**src/rtl/commit_pkg.sv**
```systemverilog
package commit_pkg;

    typedef enum logic {
        ST_RUN  = 1'b0,
        ST_TRAP = 1'b1
    } cstate_e;

    typedef struct packed {
        logic valid;
        logic store;
        logic uc_load;
        logic nonspec;
        logic fault;
    } slot_attr_t;

    function automatic logic needs_serial(slot_attr_t s);
        return s.nonspec | s.uc_load;
    endfunction

endpackage

```
**src/rtl/commit_retire_sel.sv**
```systemverilog
module commit_retire_sel
    import commit_pkg::*;
#(
    parameter int N     = 4,
    parameter int SEQ_W = 8
) (
    input  logic                 en,
    input  logic                 st_pend,
    input  slot_attr_t [N-1:0]   attr,
    input  logic [N*SEQ_W-1:0]   seq,
    output logic [N-1:0]         retire,
    output logic                 fault_hit,
    output logic [SEQ_W-1:0]     fault_seq
);
    logic [N:0]   reach;
    logic [N-1:0] hit;

    assign reach[0] = en;

    for (genvar i = 0; i < N; i++) begin : g_slot
        logic blocked;
        logic fire;
        assign blocked     = needs_serial(attr[i]) && ((i != 0) || st_pend);
        assign fire        = reach[i] && attr[i].valid && !blocked;
        assign retire[i]   = fire && !attr[i].fault;
        assign hit[i]      = fire && attr[i].fault;
        assign reach[i+1]  = retire[i];
    end

    assign fault_hit = |hit;

    always_comb begin
        fault_seq = '0;
        for (int i = 0; i < N; i++) begin
            if (hit[i]) fault_seq = fault_seq | seq[i*SEQ_W +: SEQ_W];
        end
    end
endmodule

```
**src/rtl/commit_trap_seq.sv**
```systemverilog
module commit_trap_seq
    import commit_pkg::*;
#(
    parameter int SEQ_W    = 8,
    parameter int TRAP_LAT = 3
) (
    input  logic             clk,
    input  logic             rst,
    input  logic             start,
    input  logic [SEQ_W-1:0] start_seq,
    output logic             busy,
    output logic             squash,
    output logic [SEQ_W-1:0] seq_q
);
    localparam int CW = $clog2(TRAP_LAT + 1);

    cstate_e       state;
    logic [CW-1:0] cnt;

    always_ff @(posedge clk) begin
        if (rst) begin
            state <= ST_RUN;
            cnt   <= '0;
            seq_q <= '0;
        end else begin
            case (state)
                ST_RUN: begin
                    if (start) begin
                        state <= ST_TRAP;
                        cnt   <= CW'(TRAP_LAT - 1);
                        seq_q <= start_seq;
                    end
                end
                default: begin
                    if (cnt == '0) state <= ST_RUN;
                    else           cnt   <= cnt - 1'b1;
                end
            endcase
        end
    end

    assign busy   = (state == ST_TRAP);
    assign squash = busy && (cnt == '0);
endmodule

```
**src/rtl/commit_irq_ctl.sv**
```systemverilog
module commit_irq_ctl (
    input  logic clk,
    input  logic rst,
    input  logic irq_req,
    input  logic run,
    input  logic ctx_req,
    input  logic rob_zero,
    input  logic st_pend,
    output logic pending,
    output logic take
);
    logic recog;

    assign recog = irq_req && !pending && run && !ctx_req;
    assign take  = pending && run && !ctx_req && rob_zero && !st_pend;

    always_ff @(posedge clk) begin
        if (rst)        pending <= 1'b0;
        else if (take)  pending <= 1'b0;
        else if (recog) pending <= 1'b1;
    end
endmodule

```
**src/rtl/commit_empty_track.sv**
```systemverilog
module commit_empty_track #(
    parameter int DEPTH = 16,
    parameter int CW    = 5
) (
    input  logic          clk,
    input  logic          rst,
    input  logic [CW-1:0] rob_count,
    input  logic          st_pend,
    input  logic          store_ret,
    output logic          empty_q,
    output logic [CW-1:0] free_q
);
    logic store_ret_q;

    always_ff @(posedge clk) begin
        if (rst) begin
            store_ret_q <= 1'b0;
            empty_q     <= 1'b1;
            free_q      <= CW'(DEPTH);
        end else begin
            store_ret_q <= store_ret;
            empty_q     <= (rob_count == '0) && !st_pend && !store_ret_q;
            free_q      <= CW'(DEPTH) - rob_count;
        end
    end
endmodule

```
**src/rtl/commit_ctrl.sv**
```systemverilog
module commit_ctrl
    import commit_pkg::*;
#(
    parameter int N        = 4,
    parameter int SEQ_W    = 8,
    parameter int DEPTH    = 16,
    parameter int TRAP_LAT = 3,
    localparam int CW      = $clog2(DEPTH + 1)
) (
    input  logic               clk,
    input  logic               rst,
    input  logic [N-1:0]       hd_valid,
    input  logic [N-1:0]       hd_store,
    input  logic [N-1:0]       hd_uc_load,
    input  logic [N-1:0]       hd_nonspec,
    input  logic [N-1:0]       hd_fault,
    input  logic [N*SEQ_W-1:0] hd_seq,
    input  logic               st_wb_pending,
    input  logic               irq_req,
    input  logic               ctx_req,
    input  logic [CW-1:0]      rob_count,
    output logic [N-1:0]       retire_o,
    output logic               trap_squash_o,
    output logic [SEQ_W-1:0]   trap_seq_o,
    output logic               ctx_squash_o,
    output logic               irq_pending_o,
    output logic               irq_clear_o,
    output logic               rob_empty_o,
    output logic [CW-1:0]      free_cnt_o,
    output logic               insert_ok_o
);
    slot_attr_t [N-1:0] attr;
    logic               trap_busy;
    logic               run;
    logic               irq_take;
    logic               fault_hit;
    logic [SEQ_W-1:0]   fault_seq;
    logic               trap_start;
    logic [SEQ_W-1:0]   start_seq;

    always_comb begin
        for (int i = 0; i < N; i++) begin
            attr[i] = '{valid:   hd_valid[i],
                        store:   hd_store[i],
                        uc_load: hd_uc_load[i],
                        nonspec: hd_nonspec[i],
                        fault:   hd_fault[i]};
        end
    end

    assign run          = !trap_busy;
    assign ctx_squash_o = ctx_req && run;
    assign insert_ok_o  = run && !ctx_req;
    assign irq_clear_o  = irq_take;
    assign trap_start   = fault_hit || irq_take;
    assign start_seq    = irq_take ? '0 : fault_seq;

    commit_retire_sel #(.N(N), .SEQ_W(SEQ_W)) u_sel (
        .en        (run && !ctx_req && !irq_take),
        .st_pend   (st_wb_pending),
        .attr      (attr),
        .seq       (hd_seq),
        .retire    (retire_o),
        .fault_hit (fault_hit),
        .fault_seq (fault_seq)
    );

    commit_trap_seq #(.SEQ_W(SEQ_W), .TRAP_LAT(TRAP_LAT)) u_trap (
        .clk       (clk),
        .rst       (rst),
        .start     (trap_start),
        .start_seq (start_seq),
        .busy      (trap_busy),
        .squash    (trap_squash_o),
        .seq_q     (trap_seq_o)
    );

    commit_irq_ctl u_irq (
        .clk      (clk),
        .rst      (rst),
        .irq_req  (irq_req),
        .run      (run),
        .ctx_req  (ctx_req),
        .rob_zero (rob_count == '0),
        .st_pend  (st_wb_pending),
        .pending  (irq_pending_o),
        .take     (irq_take)
    );

    commit_empty_track #(.DEPTH(DEPTH), .CW(CW)) u_empty (
        .clk       (clk),
        .rst       (rst),
        .rob_count (rob_count),
        .st_pend   (st_wb_pending),
        .store_ret (|(retire_o & hd_store)),
        .empty_q   (rob_empty_o),
        .free_q    (free_cnt_o)
    );
endmodule

```
**config.mk**
```make
export PLATFORM = sky130hd
export DESIGN_NAME = commit_ctrl
export DESIGN_NICKNAME = d
export VERILOG_FILES = /design/src/rtl/commit_pkg.sv /design/src/rtl/commit_retire_sel.sv /design/src/rtl/commit_trap_seq.sv /design/src/rtl/commit_irq_ctl.sv /design/src/rtl/commit_empty_track.sv /design/src/rtl/commit_ctrl.sv
export SDC_FILE = /design/constraint.sdc
export NUM_CORES = 1
export LEC_CHECK = 0
export BUFFER_PORTS_ARGS = -buffer_cell sky130_fd_sc_hd__buf_4
export CORE_ASPECT_RATIO = 0.75
export CORE_MARGIN = 5
export CORE_UTILIZATION = 45
export DETAILED_ROUTE_END_ITERATION = 8
export PLACE_DENSITY = 0.85
export SLEW_MARGIN = 20
export SYNTH_ARGS = -nofsm -noshare
export SYNTH_HDL_FRONTEND = slang
export SYNTH_HIERARCHICAL = 1
export SYNTH_SLANG_ARGS = --single-unit
```
**constraint.sdc**
```tcl
create_clock -name clk -period 4.3 [get_ports clk]
set_input_delay 0.215 -clock clk [delete_from_list [all_inputs] [get_ports clk]]
set_output_delay 0.215 -clock clk [all_outputs]
set_load 0.005 [all_outputs]
```
Yosys cells after proc, flatten, opt, wreduce, memory -nomap -nowiden:

Cells that the tools add are included.
W data, S select, Z words.

* output and inout bits: 23
* logic and storage cells: 83
* input port bits: 62
* register bits after elaboration: 19

* reduce and logical (&&, ||, !) cells: 53
* add/sub/neg operators: 2
* multiplexer cells: 11
* equality and inequality tests: 1
* bitwise logic cells: 9

Operators by type and width (count)
* $mux W8: 5
* $logic_and A1 B1 Y1: 30
* $or A8 B8 Y8: 3
* $logic_not A1 Y1: 14
* $reduce_or A4 Y1: 2
* $mux W2: 3
* $logic_not A5 Y1: 1
* $sub A5 B5 Y5 const A: 1
* $and A4 B4 Y4: 1
* $or A1 B1 Y1: 4
* $reduce_and A2 Y1: 2
* $mux W1: 3
* $logic_not A2 Y1: 1
* $ne A2 B2 Y1 const B: 1
* $reduce_bool A2 Y1: 1
* $reduce_or A2 Y1: 1
* $sub A2 B1 Y2 const B: 1
* $logic_or A1 B1 Y1: 1
* $not A1 Y1: 1

Logic depth before layout (Yosys ltp):

* depth after elaboration: 23
* gate-level depth with buffers: 14

Cells and area by module:

The synthesis kept the hierarchy.

Modules (own cells, without submodules)
* commit_retire_sel: area each 429.2 um2, instances 1, cells each 55, sequential area each 0.0 um2
* commit_trap_seq: area each 425.4 um2, instances 1, cells each 41, sequential area each 220.2 um2
* commit_empty_track: area each 250.2 um2, instances 1, cells each 24, sequential area each 140.1 um2
* commit_ctrl: area each 105.1 um2, instances 1, cells each 18, sequential area each 0.0 um2
* commit_irq_ctl: area each 62.6 um2, instances 1, cells each 6, sequential area each 20.0 um2

Least setup slack after synthesis:

No wires, ideal clock.

* kind: input-to-reg
* start: in rob_count[0]
* end: reg u_trap.seq_q[0]
* slack: 1495 ps
* arrival: 2676 ps
* setup time: 129 ps
* buffers on the path: 2
* cell stages on the path: 14
* cells stage by stage: or4_1 nor2_1 and4bb_1 and2_1 nor3_1 and3b_1 nand4_2 buf_6 o21bai_4 or2_2 nor2b_1 buf_4 mux2i_1 nor2_1

* word-level cells in the longest chain between the ends: 20
* elaborated cells between the ends (all ways): 31
* classes of those cells: mux: 5; bitwise: 3; reduce/logical: 23

Ends and longest elaborated chain
* start: declaration: line commit_ctrl.sv:21 `input logic [CW-1:0] rob_count,`
* $logic_not A5 Y1 *: line commit_ctrl.sv:84 `.rob_zero (rob_count == '0),`
* $logic_and A1 B1 Y1 * (2 in series): line commit_irq_ctl.sv:15 `assign take = pending && run && !ctx_req && rob_zero && !st_pend;`
* net irq_clear_o: line commit_ctrl.sv:27 `output logic irq_clear_o,`
* $logic_not A1 Y1 *: line commit_ctrl.sv:59 `.en (run && !ctx_req && !irq_take),`
* $logic_and A1 B1 Y1 *: line commit_ctrl.sv:59
* $logic_and A1 B1 Y1 * (2 in series): line commit_retire_sel.sv:24 `assign fire = reach[i] && attr[i].valid && !blocked;`
* $logic_and A1 B1 Y1: line commit_retire_sel.sv:25 `assign retire[i] = fire && !attr[i].fault;`
* $logic_and A1 B1 Y1 (2 in series): line commit_retire_sel.sv:24
* [... 3 more ...]
* $logic_and A1 B1 Y1: line commit_retire_sel.sv:25
* $logic_and A1 B1 Y1 (2 in series): line commit_retire_sel.sv:24
* $logic_and A1 B1 Y1: line commit_retire_sel.sv:26 `assign hit[i] = fire && attr[i].fault;`
* $reduce_or A4 Y1 *: line commit_retire_sel.sv:30 `assign fault_hit = |hit;`
* net fault_hit: line commit_ctrl.sv:36 `logic fault_hit;`
* $logic_or A1 B1 Y1 *: line commit_ctrl.sv:55 `assign trap_start = fault_hit || irq_take;`
* net trap_start: line commit_ctrl.sv:38 `logic trap_start;`
* $reduce_and A2 Y1 (no source line) *
* end signal: assignment: line commit_trap_seq.sv:31 `seq_q <= start_seq;`
* end: declaration: line commit_trap_seq.sv:13 `output logic [SEQ_W-1:0] seq_q`

Mark *: on every way through the listed nets, which the timed path passes. The rest lies on a longest branch.
A chain may end at the register's enable or synchronous reset.

Worst setup path after layout:

* start: reg u_trap.state (netlist: u_trap/busy)
* end: reg u_trap.seq_q[4]

* word-level cells in the longest chain between the ends: 22
* elaborated cells between the ends (all ways): 35
* classes of those cells: mux: 5; bitwise: 4; reduce/logical: 26

Ends and longest elaborated chain
* start: declaration: line commit_trap_seq.sv:17 `cstate_e state;`
* start signal: assignment: line commit_trap_seq.sv:22 `state <= ST_RUN;`
* start signal: assignment: line commit_trap_seq.sv:29 `state <= ST_TRAP;`
* start signal: assignment: line commit_trap_seq.sv:35 `if (cnt == '0) state <= ST_RUN;`
* $logic_not A1 Y1 *: line commit_ctrl.sv:51 `assign run = !trap_busy;`
* net run: line commit_ctrl.sv:34 `logic run;`
* $logic_and A1 B1 Y1 (4 in series): line commit_irq_ctl.sv:15
* $logic_not A1 Y1: line commit_ctrl.sv:59
* $logic_and A1 B1 Y1 *: line commit_ctrl.sv:59
* $logic_and A1 B1 Y1 * (2 in series): line commit_retire_sel.sv:24
* $logic_and A1 B1 Y1: line commit_retire_sel.sv:25
* $logic_and A1 B1 Y1 (2 in series): line commit_retire_sel.sv:24
* [... 3 more ...]
* $logic_and A1 B1 Y1: line commit_retire_sel.sv:25
* $logic_and A1 B1 Y1 (2 in series): line commit_retire_sel.sv:24
* $logic_and A1 B1 Y1: line commit_retire_sel.sv:26
* $reduce_or A4 Y1 *: line commit_retire_sel.sv:30
* net fault_hit: line commit_ctrl.sv:36
* $logic_or A1 B1 Y1 *: line commit_ctrl.sv:55
* net trap_start: line commit_ctrl.sv:38
* $reduce_and A2 Y1 (no source line) *

Marks and branches as above.

==> key figures <==
Timing
  • Clk_skew: around 0.0049 ns
  • Worst Tran Pin Value: 0.9023 ns
  • TNS Setup: 0 ns
  • Final period util: 0.8034
  • Max Freq: just under 0.3 GHz
  • WHS: ~0.23 ns
  • Pins Over Slew Limit: 0
  • Relative slew slack: 0.3972
  • Unrepaired setup endpoints after global routing: no
  • Count of final hold-check violations: 0
  • Minimum clock period: between 3 and 4 ns
  • Final setup violation count: 0
  • Final WS setup: ~0.85 ns

Layout
  • Share of layout cells above drive strength 1: 0.4622
  • Fin area: just under 0.002 mm²
  • Fill cells: 204
  • Post-Layout Cell Count: about 260
  • Commonest non-fill, non-tap cell in the layout: buf_4
  • Area occupied by multi-input gates: around 820 µm²
  • Ant diodes: 0
  • Commonest cells after routing, fill and taps aside: buf_4, dfxtp_1, nor2_1, nor2b_1, nand2_1
  • # nets final: around 290
  • Storage element area: roughly 380 µm²
  • Area Overhead vs Synth: 53.00%

Yosys
  • Mapped Nets: between 200 and 250
  • Synth Area in XOR/XNOR: 0.006883
  • Post-synth EDFFs: 0
  • Top_reg_cell synth: dfxtp_1
  • Cell count after synthesis: 144
  • Post-synth cell types: 44
  • Post-synthesis adder-cell area fraction: 0.02950
  • #FFs+latches synth: 19
  • Mux contribution to synthesized area: 0.06293
  • Ys async rst share: 0
  • Synth Area in Simple Gates: 0.3727
  • Mapped cell area: between 0.001 and 0.0015 mm²
  • Yosys Warn Count: 6
  • Post-Syn Area per Cell: roughly 8.8 µm²
  • Largest family of logic cells by synthesized area: simple AND/OR/NAND/NOR gates
  • Sequential area share after synthesis: 0.2989
  • Compound-gate portion of the synthesized area: 0.1740

Job
  • Max cap viols: 0

Critical path
  • Required @ worst endpoint: 4.45 ns
  • Critical path fanouts, max: 12
  • Crit Path Category: register to register
  • Reg-to-reg startpoint: u_trap/busy
  • R2R Path End: u_trap/seq_q[4]
  • Critical Path Start Type: register
  • Worst reg2reg setup slack: 0.85 ns
  • Crit. End Element: register
  • Reg2Reg Depth: 11
  • CP arrival: about 3.6 ns

Placed design
  • Placed Cells: ~260
  • Placed Area: approximately 0.0019 mm²
  • Detail Placement HPWL: 3.159 mm
  • Pre-CTS setup slack: about 0.9 ns
  • Port Buffer Count: 84
  • Routability cong.: 0.8672

Drt
  • Initial DRT Pass Iterations: 4
  • Initial DRC count: 71
  • Via-per-instance ratio: around 5.3
  • Wire per inst: 14.81 µm
  • Number of remaining DRC errors: 0
  • Post-route antenna net violation count: 0
  • Detailed Route WL: between 3 and 4 mm
  • Via count: about 1400

Global route
  • Gr ovfl total: 0
  • Tot GR Track Use: 0.1929
  • Vias in the first global route: ~1500
  • Initial antenna violation count: 0
  • Largest net degree at the start of global routing: 22
  • First-pass GRT wire length: 6.375 mm

Die
  • Starting Density: 0.4779
  • Rows: 16
  • Core Area: between 0.002 and 0.003 mm²
  • Die height: 56.05 µm
  • Die W: roughly 71 µm
  • Total die area: between 0.004 and 0.005 mm²
  • # IOs: 85

Worst hold path
  • WHS Endpoint: u_empty/free_q[2]
  • Hold Crit Start: rob_count[2]
  • Hold Crit Depth: 3
  • Hold Crit Class: input port to register

Power
  • Maximum VDD drop: 191.0 µV
  • PD cells: 211.2 mW/mm²
  • P_leak: roughly 0.91 nW

Clock network
  • Clk sinks: 19
  • PostCTS Resize Cnt: 0
  • TritonCTS clock tree: done
  • Htree depth: 1
  • Clock slew at reported path FFs: ~0.07 ns
  • Max Root-Sink Buffers: 2
  • Post-cts hold buffer count: 0
  • Latest clock arrival within the worst-skew pair: roughly 0.26 ns
  • TritonCTS buffer count: 3
  • Post-CTS Setup Repair Bufs: 0
  • Root Buffer: clkbuf_8

Run status
  • Status: finished, final reports clean
[synthesized netlist by cell type (all sizes together), types with 2 or more instances]
library cell / number / area [µm²]
a22oi: 2 / 15.01
ha: 3 / 37.54
nand4bb: 2 / 22.52
inv: 6 / 22.52
and2: 4 / 28.78
clkbuf: 2 / 7.510
nand2b: 2 / 12.51
nor2: 18 / 67.56
nor3: 3 / 26.28
a21oi: 8 / 40.04
o21bai: 2 / 26.28
dfxtp: 19 / 380.4
nand4: 9 / 62.56
buf: 5 / 40.04
a221o: 8 / 85.08
nor4: 2 / 12.51
nor2b: 14 / 87.58
and3b: 2 / 21.27
nor3b: 2 / 26.28
nand2: 10 / 37.54
mux2i: 8 / 80.08
[metrics by stage]
stage | power [W] | util
after floorplan | 0.0002256 | -
after global placement | 0.0002867 | 0.7138
after detailed placement | 0.0002902 | 0.7138
after CTS | 0.0004150 | 0.7312
after global routing | 0.0004273 | 0.7312
final | 0.0004112 | 0.7312
[layer usage]
layer | vias to the layer above | wire, µm | GRT usage
met1 | 644 | 1572 | 0.2180
li1 | 692 | - | -
met3 | 2 | 252 | 0.04874
met2 | 51 | 2022 | 0.3613
met4 | 0 | 19 | 0.03753
met5 | - | 0 | 0
[layout make-up]
cell class                      instances  share of cell area
Tap cell                               36             0.02314
Timing Repair Buffer                   84              0.3239
Multi-Input combinational cell        112              0.4222
Clock buffer                            3             0.02121
Sequential cell                        19              0.1954
Inverter                                6             0.01157
Clock inverter                          1            0.002571
[power breakdown]
group / switching, W / internal (W)
Combinational: 0.0000392 / 0.0000623
Sequential: 0.00000329 / 0.000182
Clock: 0.0000597 / 0.0000644
Total: 0.000102 / 0.000309
[worst max-delay path by stage]
stage                                  to  slack [ns]  depth (start not counted)         start
after global routing      u_trap/seq_q[0]        0.65                         11   u_trap/busy
after global placement    u_trap/seq_q[4]        1.15                         11   u_trap/busy
final                     u_trap/seq_q[4]        0.85                         11   u_trap/busy
after CTS                 u_trap/seq_q[4]        0.89                         11   u_trap/busy
after detailed placement  u_trap/seq_q[4]        0.90                         11   u_trap/busy
after floorplan           u_trap/seq_q[0]        1.50                         14  rob_count[0]
[sequential cells by signal, indices dropped and copies added, names as in the netlist]
signal               flops
u_empty/store_ret_q      1
u_empty/empty_q          1
u_empty/free_q           5
u_trap/cnt               2
u_trap/busy              1
u_trap/seq_q             8
u_irq/pending            1
[worst max-delay path: stages, from the launching register on]
cell      delay [ns]
dfxtp_1         0.47
inv_1           0.10
and4bb_1        0.22
and2_1          0.27
nor3_1          0.27
and3b_1         0.22
nand4_2         0.35
o21bai_4        0.23
or2_2           0.12
nor2b_1         0.72
mux2i_1         0.32
nor2_1          0.05
[cell families after synthesis]
group                    Yosys count
flip-flops                        19
multiplexers                       8
AO/OA/AOI/OAI                     26
buffers and inverters             13
adder cells (fa/ha/maj)            3
AND/OR/NAND/NOR                   74
XOR/XNOR                           1
Note: power is estimated with default switching activity, not from simulation.
